File: src/rtl/dscr_pkg.sv
package dscr_pkg;
  localparam int LFSR_W   = 11;
  localparam int TAP_A    = 8;
  localparam int TAP_B    = 10;
  localparam int RUN_W    = 6;
  localparam int LOCK_RUN = 32;
  localparam int IDLE_RUN = 29;

  typedef logic [LFSR_W-1:0] lfsr_t;
  typedef logic [RUN_W-1:0]  run_t;

  function automatic logic keystream(input lfsr_t s);
    return s[TAP_A] ^ s[TAP_B];
  endfunction
endpackage

File: src/rtl/dscr_lane.sv
module dscr_lane
  import dscr_pkg::*;
(
  input  lfsr_t lfsr_i,
  input  run_t  run_i,
  input  logic  bit_i,
  input  logic  vld_i,
  input  logic  locked_i,
  output lfsr_t lfsr_o,
  output run_t  run_o,
  output logic  plain_o
);
  logic ks;
  logic fb;

  always_comb begin
    ks      = keystream(lfsr_i);
    plain_o = bit_i ^ ks;
    fb      = locked_i ? ks : ~bit_i;
    lfsr_o  = lfsr_i;
    run_o   = run_i;
    if (vld_i) begin
      lfsr_o = {lfsr_i[LFSR_W-2:0], fb};
      if (!plain_o)
        run_o = '0;
      else if (run_i < run_t'(LOCK_RUN))
        run_o = run_i + run_t'(1);
    end
  end
endmodule

File: src/rtl/dscr_hold.sv
module dscr_hold #(
  parameter int HOLD_NORM = 90250,
  parameter int HOLD_TEST = 64
) (
  input  logic clk,
  input  logic rst_n,
  input  logic run_en,
  input  logic refresh,
  input  logic test_mode,
  output logic expire
);
  localparam int CW = $clog2(HOLD_NORM + 1);

  logic [CW-1:0] cnt_q, cnt_n, lim;

  always_comb begin
    lim    = test_mode ? CW'(HOLD_TEST - 1) : CW'(HOLD_NORM - 1);
    expire = run_en && !refresh && (cnt_q >= lim);
    if (!run_en || refresh || expire)
      cnt_n = '0;
    else
      cnt_n = cnt_q + CW'(1);
  end

  always_ff @(posedge clk or negedge rst_n) begin
    if (!rst_n) cnt_q <= '0;
    else        cnt_q <= cnt_n;
  end
endmodule

File: src/rtl/idle_lock_descrambler.sv
module idle_lock_descrambler
  import dscr_pkg::*;
#(
  parameter int LANES     = 2,
  parameter int HOLD_NORM = 90250,
  parameter int HOLD_TEST = 64
) (
  input  logic             clk,
  input  logic             rst_n,
  input  logic             sig_ok,
  input  logic             test_mode,
  input  logic [LANES-1:0] scr_bits,
  input  logic [LANES-1:0] scr_vld,
  output logic [LANES-1:0] plain_bits,
  output logic [LANES-1:0] plain_vld,
  output logic             locked
);
  lfsr_t lfsr_q;
  run_t  run_q, run_n;
  logic  lock_q, lock_n;
  logic  expire, refresh;
  logic [LANES-1:0] plain_c, vld_g;
  logic [LANES-1:0] obits_q, obits_n, ovld_q, ovld_n;
  lfsr_t lfsr_c [LANES+1];
  run_t  run_c  [LANES+1];

  assign vld_g      = scr_vld & {LANES{sig_ok}};
  assign lfsr_c[0]  = lfsr_q;
  assign run_c[0]   = run_q;

  genvar g;
  generate
    for (g = 0; g < LANES; g++) begin : g_lane
      dscr_lane u_lane (
        .lfsr_i   (lfsr_c[g]),
        .run_i    (run_c[g]),
        .bit_i    (scr_bits[g]),
        .vld_i    (vld_g[g]),
        .locked_i (lock_q),
        .lfsr_o   (lfsr_c[g+1]),
        .run_o    (run_c[g+1]),
        .plain_o  (plain_c[g])
      );
    end
  endgenerate

  assign refresh = run_c[LANES] >= run_t'(IDLE_RUN);

  dscr_hold #(.HOLD_NORM(HOLD_NORM), .HOLD_TEST(HOLD_TEST)) u_hold (
    .clk       (clk),
    .rst_n     (rst_n),
    .run_en    (lock_q && sig_ok),
    .refresh   (refresh),
    .test_mode (test_mode),
    .expire    (expire)
  );

  always_comb begin
    lock_n  = sig_ok && !expire &&
              (lock_q || (run_c[LANES] >= run_t'(LOCK_RUN)));
    run_n   = (!sig_ok || expire) ? '0 : run_c[LANES];
    ovld_n  = vld_g & {LANES{lock_q}};
    obits_n = plain_c & ovld_n;
  end

  always_ff @(posedge clk or negedge rst_n) begin
    if (!rst_n) begin
      lfsr_q  <= '0;
      run_q   <= '0;
      lock_q  <= 1'b0;
      ovld_q  <= '0;
      obits_q <= '0;
    end else begin
      lfsr_q  <= lfsr_c[LANES];
      run_q   <= run_n;
      lock_q  <= lock_n;
      ovld_q  <= ovld_n;
      obits_q <= obits_n;
    end
  end

  assign locked     = lock_q;
  assign plain_vld  = ovld_q;
  assign plain_bits = obits_q;
endmodule

File: config.mk
export PLATFORM = sky130hd
export DESIGN_NAME = idle_lock_descrambler
export DESIGN_NICKNAME = d
export VERILOG_FILES = /design/src/rtl/dscr_pkg.sv /design/src/rtl/dscr_lane.sv /design/src/rtl/dscr_hold.sv /design/src/rtl/idle_lock_descrambler.sv
export SDC_FILE = /design/constraint.sdc
export NUM_CORES = 1
export LEC_CHECK = 0
export ABC_CLOCK_PERIOD_IN_PS = 7700
export CAP_MARGIN = 20
export CELL_PAD_IN_SITES_DETAIL_PLACEMENT = 0
export CELL_PAD_IN_SITES_GLOBAL_PLACEMENT = 1
export CORE_ASPECT_RATIO = 0.5
export CORE_MARGIN = 2
export CORE_UTILIZATION = 51
export CTS_CLUSTER_SIZE = 30
export DETAILED_ROUTE_END_ITERATION = 8
export GPL_TIMING_DRIVEN = 0
export PLACE_DENSITY = 0.9
export REMOVE_ABC_BUFFERS = 1
export SETUP_SLACK_MARGIN = 0.5
export SYNTH_ARGS = -nofsm -noshare
export SYNTH_HDL_FRONTEND = slang
export SYNTH_SLANG_ARGS = --single-unit
File: constraint.sdc
create_clock -name clk -period 7.7 [get_ports clk]
set_input_delay 1.54 -clock clk [delete_from_list [all_inputs] [get_ports clk]]
set_output_delay 1.54 -clock clk [all_outputs]
set_load 0.01 [all_outputs]
==> out/qor.yml, run 1 <==
status: "completed"
ios: 13
grt_pass1_vias: 1829
max_slew_margin_pct: 41.98
synthTopCellsByArea: "dfrtp_1 40%, ha_1 5.6%, xor2_1 4.7%"
start_kind: "input port"
hold_path_class: "reg2reg"
gp_congestion: 0.8484
rsz0062_at_grt: "false"
async_flop_share_pct: 100.0
slew_violations: 0
vias: 1841
grt_pass1_wl_um: 8445
yosysUniqueCellTypes: 57
grt_start_max_net_pins: 40
p_per_area_nw_per_um2: 210.5
core_um2: 4488
io_buffer_count: 12
antenna_found_initial: 0
start_util_pct: 54.36
cts_tree: "done"
cts_buffer_depth: 2
grt_usage_pct: 20.44
ctsHoldBuffers: 0
postCtsSetupBuffers: 0
max_cap_viol_count: 0
synthFlopType: "dfrtp_1"
fmax_mhz: 195.4
synth_edf_count: 0
drtIter0Drc: 61
cts_resized: 0
synth_top_area_share_pct: 40.00
synth_area_per_cell_um2: 9.878
cts_buffers: 5
fin_nets: 277
rows: 17
final.min_clock_period_ps: 5117
antenna-diode-count: 0
insertion_delay_ps: 290
finalCritPeriodShare_pct: 66.45
setup_viol: 0
path_max_fanout: 23
postRouteAntennaNets: 0
clkTransAtPathRegs_ps: 80
whs_ps: 544.2
final_util_pct: 60.36
ys_seq_area_share_pct: 40.00
worstMarginPinSlew_ps: 870.3
gr-total-overflow: 0
ys_warn_count: 0
h-tree-depth: 2
wl_um: 4757
drive_gt1_share_pct: 7.336
clock-root-buffer: "clkbuf_8"
die_w_um: 101.8
required_ps: 7930
end_kind: "flip-flop"
yosysTopAreaCell: "dfrtp_1"
critPathArrivalTime_ps: 5350
syn_inst: 247
firstDrtPassIters: 4
layout-area-overhead-vs-synth_pct: 11.03
dieArea_um2: 5387
drcViolationCount: 0
setup.worst_path.class: "in2reg"
fin_worst_skew_ps: 3.659
die_h_um: 52.91
tns_ps: 0
wl_per_cell_um: 14.64
vias_per_cell: 5.665
vdd_drop_max_uv: 74.09
p_leak_nw: 1.195
clock_sinks: 39
hpwl_um: 3357
syn_area_um2: 2440
hold_violations: 0
synth-seq-cells: 39
-- cells in the mapped netlist (all sizes together) (2+ instances only) --
library cell / number
and4: 2
o21ai: 4
a21oi: 4
nand4b: 2
a21o: 3
nor2: 29
xor2: 14
a211oi: 5
nor3b: 2
and3: 12
nand3: 12
o211a: 3
a31oi: 3
dfrtp: 39
and2: 4
or3: 2
nand2: 17
or2: 2
ha: 11
o22ai: 9
nor3: 17
buf: 7
nand4: 3
xnor2: 12
inv: 4
mux2i: 2
nor2b: 3
-- through the flow --
stage               instance area, um2  worst slack [ps]  std cells  power [W]
floorplan                         2375              3763        239  0.0003358
global placement                  2577              2346        317  0.0003646
detailed placement                2572              2256        317  0.0003688
CTS                               2709              2561        325  0.0005737
global route                      2709              2172        325  0.0005991
finish                            2709              2583        325  0.0005701
-- cells in the final DEF (no fill, tap or decap), types with 3 or more instances in the layout --
cell	count
nor3_1	17
inv_1	4
dfrtp_1	39
o21ai_0	3
nand3_1	12
xnor2_1	11
o211a_1	3
a21oi_1	4
a211oi_1	5
nand4_1	3
o22ai_1	9
clkdlybuf4s50_1	11
ha_1	11
a31oi_1	3
and2_1	4
a21o_1	3
nor2_1	29
nand2_1	15
clkbuf_8	5
xor2_1	13
and3_1	12
-- kinds of logic (layout without fill, tap and decap cells) --
group                    count (synthesis)  count (layout)  share of synthesized area [%]
buffers and inverters                   12              24                          3.281
XOR/XNOR                                27              27                          11.33
AND/OR/NAND/NOR                        114             114                          25.18
multiplexers                             2               2                          1.333
adder cells (fa/ha/maj)                 11              11                          5.641
AO/OA/AOI/OAI                           42              42                          13.23
flip-flops                              39              39                          40.00
-- worst paths after layout --
check | startpoint | end | slack, ps | cells after the start
hold reg to reg | lfsr_q[4] | lfsr_q[4] | 540 | 2
hold / removal | lfsr_q[4] | lfsr_q[4] | 540 | 2
min in group asynchronous | rst_n | u_hold.cnt_q[3] | 1350 | 1
max in group asynchronous | rst_n | plain_bits[0] | 5790 | 1
setup reg to reg | lfsr_q[10] | locked | 4200 | 12
setup / recovery | sig_ok | locked | 2580 | 12
-- flip-flops by register name, indices dropped and copies added (netlist names) --
signal and count:
u_hold.cnt_q 17, lfsr_q 11, run_q 6, plain_bits 2, plain_vld 2, locked 1
-- report_power, final --
| part | switching, W | leakage [nW] | internal (W) |
|---|---|---|---|
| registers | 0.0000188 | 0.510 | 0.000223 |
| clock network | 0.0000764 | 0.0644 | 0.000129 |
| logic | 0.0000670 | 0.621 | 0.0000558 |
-- area by class of cell --
| class | count | area, um2 |
|---|---|---|
| clock buffer | 5 | 68.82 |
| clock inverter | 3 | 67.56 |
| fill | 379 | 1779 |
| inverter | 4 | 15.01 |
| multi-input combinational | 196 | 1384 |
| sequential | 39 | 975.9 |
| tap | 66 | 82.58 |
| timing repair buffer | 12 | 115.1 |
-- worst max-delay path, cell delays in order --
cell and delay [ps]:
clkdlybuf4s50_1 960, nand3b_1 310, mux2i_1 360, nor2_1 120, ha_1 250, and4b_1 200
o31ai_1 80, nor2_1 70, a211oi_1 270, a31o_2 170, and4_1 700, o221a_2 310
-- per-layer routing --
layer	GRT usage [%]	wire [um]
met2	37.28	2355
met5	0	0
met1	24.98	2207
met4	4.667	44
met3	4.756	148
(Power assumes the default switching activity.)
==> inputs of run 2 (changes only) <==
- ABC_CLOCK_PERIOD_IN_PS: 7700 -> 4800
- CORE_UTILIZATION: 51 -> 47
- PLACE_DENSITY: 0.9 -> 0.84
- clock period: 7.7 -> 4.8 ns (I/O delays scaled with it)
==> out/qor.yml, run 2 (synthesized netlist as in run 1, its figures left out) <==
status: "completed"
final_util_pct: 54.70
multi_input_area_um2: 1385
io_buffer_count: 12
end_kind: "flip-flop"
top_register: "u_hold.cnt_q"
clock_sinks: 39
max_slew_margin_pct: 41.41
r2r_cells: 12
worstMarginPinSlew_ps: 878.8
reg_top3: "u_hold.cnt_q: 17 flops, lfsr_q: 11 flops, run_q: 6 flops"
finalCritPeriodShare_pct: 83.96
clkPwrFrac_pct: 36.3
grt_pass1_vias: 1788
firstDrtPassIters: 4
final_cell_count_no_fill: 329
hpwl_um: 3474
tns_ps: 0
p_per_area_nw_per_um2: 338.1
setup_ws_ps: 769.7
setup_viol: 0
hold_depth: 2
power_switching_share_pct: 28.61
gp_congestion: 0.8082
dieArea_um2: 5818
antenna_found_initial: 0
start_kind: "input port"
p_leak_nw: 1.195
hold_violations: 0
grt_pass1_wl_um: 8162
dp_cells: 321
grt_usage_pct: 18.57
start_util_pct: 49.24
fin_nets: 277
cts_buffers: 5
clkTransAtPathRegs_ps: 80
final_common_cell: "dfrtp_1"
drtIter0Drc: 40
die_w_um: 105.9
critPathArrivalTime_ps: 4270
drcViolationCount: 0
fillCellCount: 445
final.min_clock_period_ps: 4030
rsz0062_at_grt: "false"
fmax_mhz: 248.1
gr-total-overflow: 0
ff_latch_area_um2: 975.9
vias_per_cell: 5.751
power.net_switching_w: 0.0002622
setup.worst_path.class: "in2reg"
wl_per_cell_um: 14.88
postRouteAntennaNets: 0
h-tree-depth: 2
cp_cell_sequence: "clkdlybuf4s50_1 > nand3b_1 > mux2i_1 > nor2_1 > ha_1 > and4b_1 > o31ai_1 > nor2_1 > a211oi_1 > a31o_2 > and4_2 > o221a_2"
post-route-cell-area_um2: 2710
fin_worst_skew_ps: 8.515
path_max_fanout: 23
cp_slowest_stage_delay_ps: 730
cts_tree: "done"
rows: 18
largest_reg_flops: 17
pwr-share-seq_pct: 42.2
hold_path_class: "reg2reg"
place_area_um2: 2577
cellInternalPower_w: 0.0006541
ios: 13
vias: 1892
max_cap_viol_count: 0
slowest_stage: "clkdlybuf4s50_1"
antenna-diode-count: 0
wl_um: 4897
pwr-share-comb_pct: 21.5
die_h_um: 54.95
grt_start_max_net_pins: 40
layout-area-overhead-vs-synth_pct: 11.08
crit_top_cell: "nor2_1"
mostFrequentLayoutCells: "39 x dfrtp_1, 29 x nor2_1, 17 x nor3_1"
drive_gt1_share_pct: 8.108
insertion_delay_ps: 300
postCtsSetupBuffers: 0
clock-root-buffer: "clkbuf_8"
required_ps: 5040
core_um2: 4955
vdd_drop_max_uv: 153.4
slew_violations: 0
dp_slack_ps: -111.9
cts_buffer_depth: 2
-- run 2: changes by cell type in the layout (fill, tap and decap cells not counted) --
cell             change
clkbuf_2             +1
and4_1               -1
clkdlybuf4s50_1      -1
and4_2               +1
-- run 2: metrics by stage --
stage	hold slack, ps	total power, W
final	550.5	0.0009163
after detailed placement	529.2	0.0005888
after floorplan	501.8	0.0005387
after global placement	521.0	0.0005840
after global routing	571.9	0.0009578
after CTS	548.4	0.0009186
-- run 2: per-layer routing --
metal	GRT usage, %	part of all wire (%)	vias up
met5	0	0	-
met4	7.018	1.2	0
met3	3.981	4.0	8
met2	30.75	46	41
met1	24.80	49	921
li1	-	-	922
-- run 2: what timing repair did --
action,CTS,global route
gates cloned,0,0
gates resized for setup,2,2
endpoints found under the setup margin,23,3
pin swaps,0,0
hold buffers,0,0
-- run 2: critical path: cells and delay by family --
| family | cells | cell delay [ps] |
|---|---|---|
| compound gates | 4 | 740 |
| fa+ha+maj | 1 | 240 |
| mux | 1 | 350 |
| simple gates | 5 | 1210 |
| buf+inv | 1 | 730 |
-- run 2: power by group through the flow --
stage	combinational (W)	clock (W)	sequential (W)
6_report	0.000197	0.000333	0.000387
5_1_grt	0.000214	0.000353	0.000391
4_1_cts	0.000197	0.000336	0.000386
3_5_place_dp	0.000196	0	0.000393
3_3_place_gp	0.000192	0	0.000392
2_1_floorplan	0.000152	0	0.000387
-- run 2: cell type report --
| type | count | area share, % |
|---|---|---|
| clock buffer | 5 | 2.539 |
| sequential | 39 | 36.01 |
| inverter | 4 | 0.5540 |
| clock inverter | 3 | 2.493 |
| tap | 70 | 3.232 |
| timing repair buffer | 12 | 4.063 |
| multi-input combinational | 196 | 51.11 |
-- run 2: worst paths after layout --
check	startpoint	end	slack (ps)
worst max-delay path	scr_vld[0]	locked	770
worst min-delay path	lfsr_q[0]	lfsr_q[2]	550
worst max register to register	lfsr_q[10]	locked	1510
worst min register to register	lfsr_q[0]	lfsr_q[2]	550
max in group asynchronous	rst_n	plain_vld[1]	3480
min in group asynchronous	rst_n	u_hold.cnt_q[9]	780
==> inputs of run 3 (changes only) <==
- ABC_CLOCK_PERIOD_IN_PS: 4800 -> 3300
- CORE_UTILIZATION: 47 -> 42
- PLACE_DENSITY: 0.84 -> 0.8
- clock period: 4.8 -> 3.3 ns (I/O delays scaled with it)
==> out/qor.yml, run 3 (synthesized netlist as in run 1, its figures left out) <==
status: "completed"
cp_cell_sequence: "buf_8 > xnor3_1 > nor2b_4 > or2_4 > inv_4 > ha_4 > and4b_2 > o31ai_4 > nor2_1 > a211oi_2 > a31o_4 > and4_4 > o211a_1"
r2r_slack_ps: 570
grt_pass1_vias: 1932
vdd_drop_max_uv: 264.1
firstDrtPassIters: 4
io_buffer_count: 12
path_max_fanout: 6
gp_congestion: 0.8868
fillCellCount: 478
largest_reg_flops: 17
clkTransAtPathRegs_ps: 60
max_cap_viol_count: 0
drtIter0Drc: 149
vias_per_cell: 5.859
cp_slowest_stage_delay_ps: 350
grt_usage_pct: 18.59
drive_gt1_share_pct: 19.27
setup_ws_ps: 513.8
final.min_clock_period_ps: 2786
grt_pass1_wl_um: 9328
reg_top3: "u_hold.cnt_q: 17 flops, lfsr_q: 11 flops, run_q: 6 flops"
grt_start_max_net_pins: 40
rsz0062_at_grt: "true"
setup_viol: 0
ctsHoldBuffers: 0
rows: 19
layout-area-overhead-vs-synth_pct: 22.26
dieArea_um2: 6472
route.met3.wl_um: 333
top_layer_used: "met4"
critPathArrivalTime_ps: 2950
postRouteAntennaNets: 0
insertion_delay_ps: 280
r2r_cells: 12
die_w_um: 111.8
core_um2: 5539
required_ps: 3470
final_cell_count_no_fill: 348
hpwl_um: 3436
drcViolationCount: 0
fin_nets: 293
slew_violations: 0
setup.worst_path.class: "in2reg"
worstMarginPinSlew_ps: 864.7
drt-met1-wl_um: 2615
start_util_pct: 44.05
cts_tree: "done"
cts_buffers: 5
clock_sinks: 39
die_h_um: 57.90
timing.rr.start: "lfsr_q[10]"
start_kind: "input port"
tns_ps: 0
final_util_pct: 53.85
wl_met2_um: 2709
finalCritPeriodShare_pct: 84.43
gr-total-overflow: 0
dp_cells: 324
antenna_found_initial: 0
hold_violations: 0
fmax_mhz: 358.9
ios: 13
dp_slack_ps: -1393
clock-root-buffer: "clkbuf_16"
vias: 2039
post-route-cell-area_um2: 2983
place_area_um2: 2581
hold_path_class: "in2async"
top_register: "u_hold.cnt_q"
p_per_area_nw_per_um2: 508.0
max_slew_margin_pct: 42.36
cts_buffer_depth: 2
mostFrequentLayoutCells: "38 x dfrtp_1, 28 x nor2_1, 15 x nor3_1"
wl_um: 5791
slowest_stage: "xnor3_1"
p_leak_nw: 1.301
final_common_cell: "dfrtp_1"
wl_per_cell_um: 16.64
reg2reg_to: "run_q[1]"
fin_worst_skew_ps: 3.196
antenna-diode-count: 0
end_kind: "flip-flop"
h-tree-depth: 2
run 3: cell count changes in the layout (fill, tap and decap cells not counted), moves of 2 or more:
cell             delta
nor3_2              +2
buf_8               +2
buf_4              +14
nor3_1              -2
clkdlybuf4s50_1     -3
clkbuf_8            -4
clkbuf_16           +5
and4_4              +4
run 3: where the power goes:
part / switching, W / total, W / internal, W
clock: 0.000192 / 0.000567 / 0.000376
sequential: 0.0000397 / 0.000562 / 0.000522
combinational: 0.000196 / 0.000386 / 0.000191
total: 0.000427 / 0.00152 / 0.00109
run 3: worst max-delay path by stage:
stage	startpoint	end	slack [ps]	cells after the start
5_1_grt	scr_bits[0]	run_q[1]	460	13
4_1_cts	scr_bits[0]	locked	510	13
3_3_place_gp	sig_ok	locked	-1230	12
3_5_place_dp	sig_ok	locked	-1390	12
6_report	scr_bits[0]	run_q[1]	510	13
2_1_floorplan	scr_bits[0]	locked	240	12
run 3: what timing repair did:
action                     4_1_cts  5_1_grt
gates resized for setup         27       20
setup endpoints to repair       33       23
cloned                           2        1
buffers inserted                 7        6
pin swaps                        1       11
run 3: metrics by stage:
| stage | power [W] | hold slack [ps] |
|---|---|---|
| final | 0.001515 | 489.0 |
| after detailed placement | 0.0008588 | 532.2 |
| after global routing | 0.001583 | 565.8 |
| after CTS | 0.001476 | 524.6 |
| after global placement | 0.0008488 | 519.1 |
| after floorplan | 0.0007835 | 364.4 |
run 3: layout make-up:
| cell class | instances | area, um2 | area share (%) |
|---|---|---|---|
| Multi-Input combinational cell | 199 | 1504 | 50.42 |
| Timing Repair Buffer | 25 | 219.0 | 7.341 |
| Tap cell | 73 | 91.34 | 3.062 |
| Inverter | 4 | 17.52 | 0.5872 |
| Clock buffer | 6 | 138.9 | 4.656 |
| Sequential cell | 39 | 977.2 | 32.76 |
| Clock inverter | 2 | 35.03 | 1.174 |
run 3: critical path: cells and delay by family:
family                     cells  cell delay [ps]
and+or+nand+nor                5             1000
xor gates and xnor gates       1              350
buffers and inverters          2              170
adders and majority gates      1              120
AOI/OAI and AO/OA              4              660
run 3: layer usage:
layer	vias to the layer above	GRT usage [%]
li1	961	-
met1	1000	25.02
met2	65	29.35
met3	13	4.289
met4	0	8.289
met5	-	0
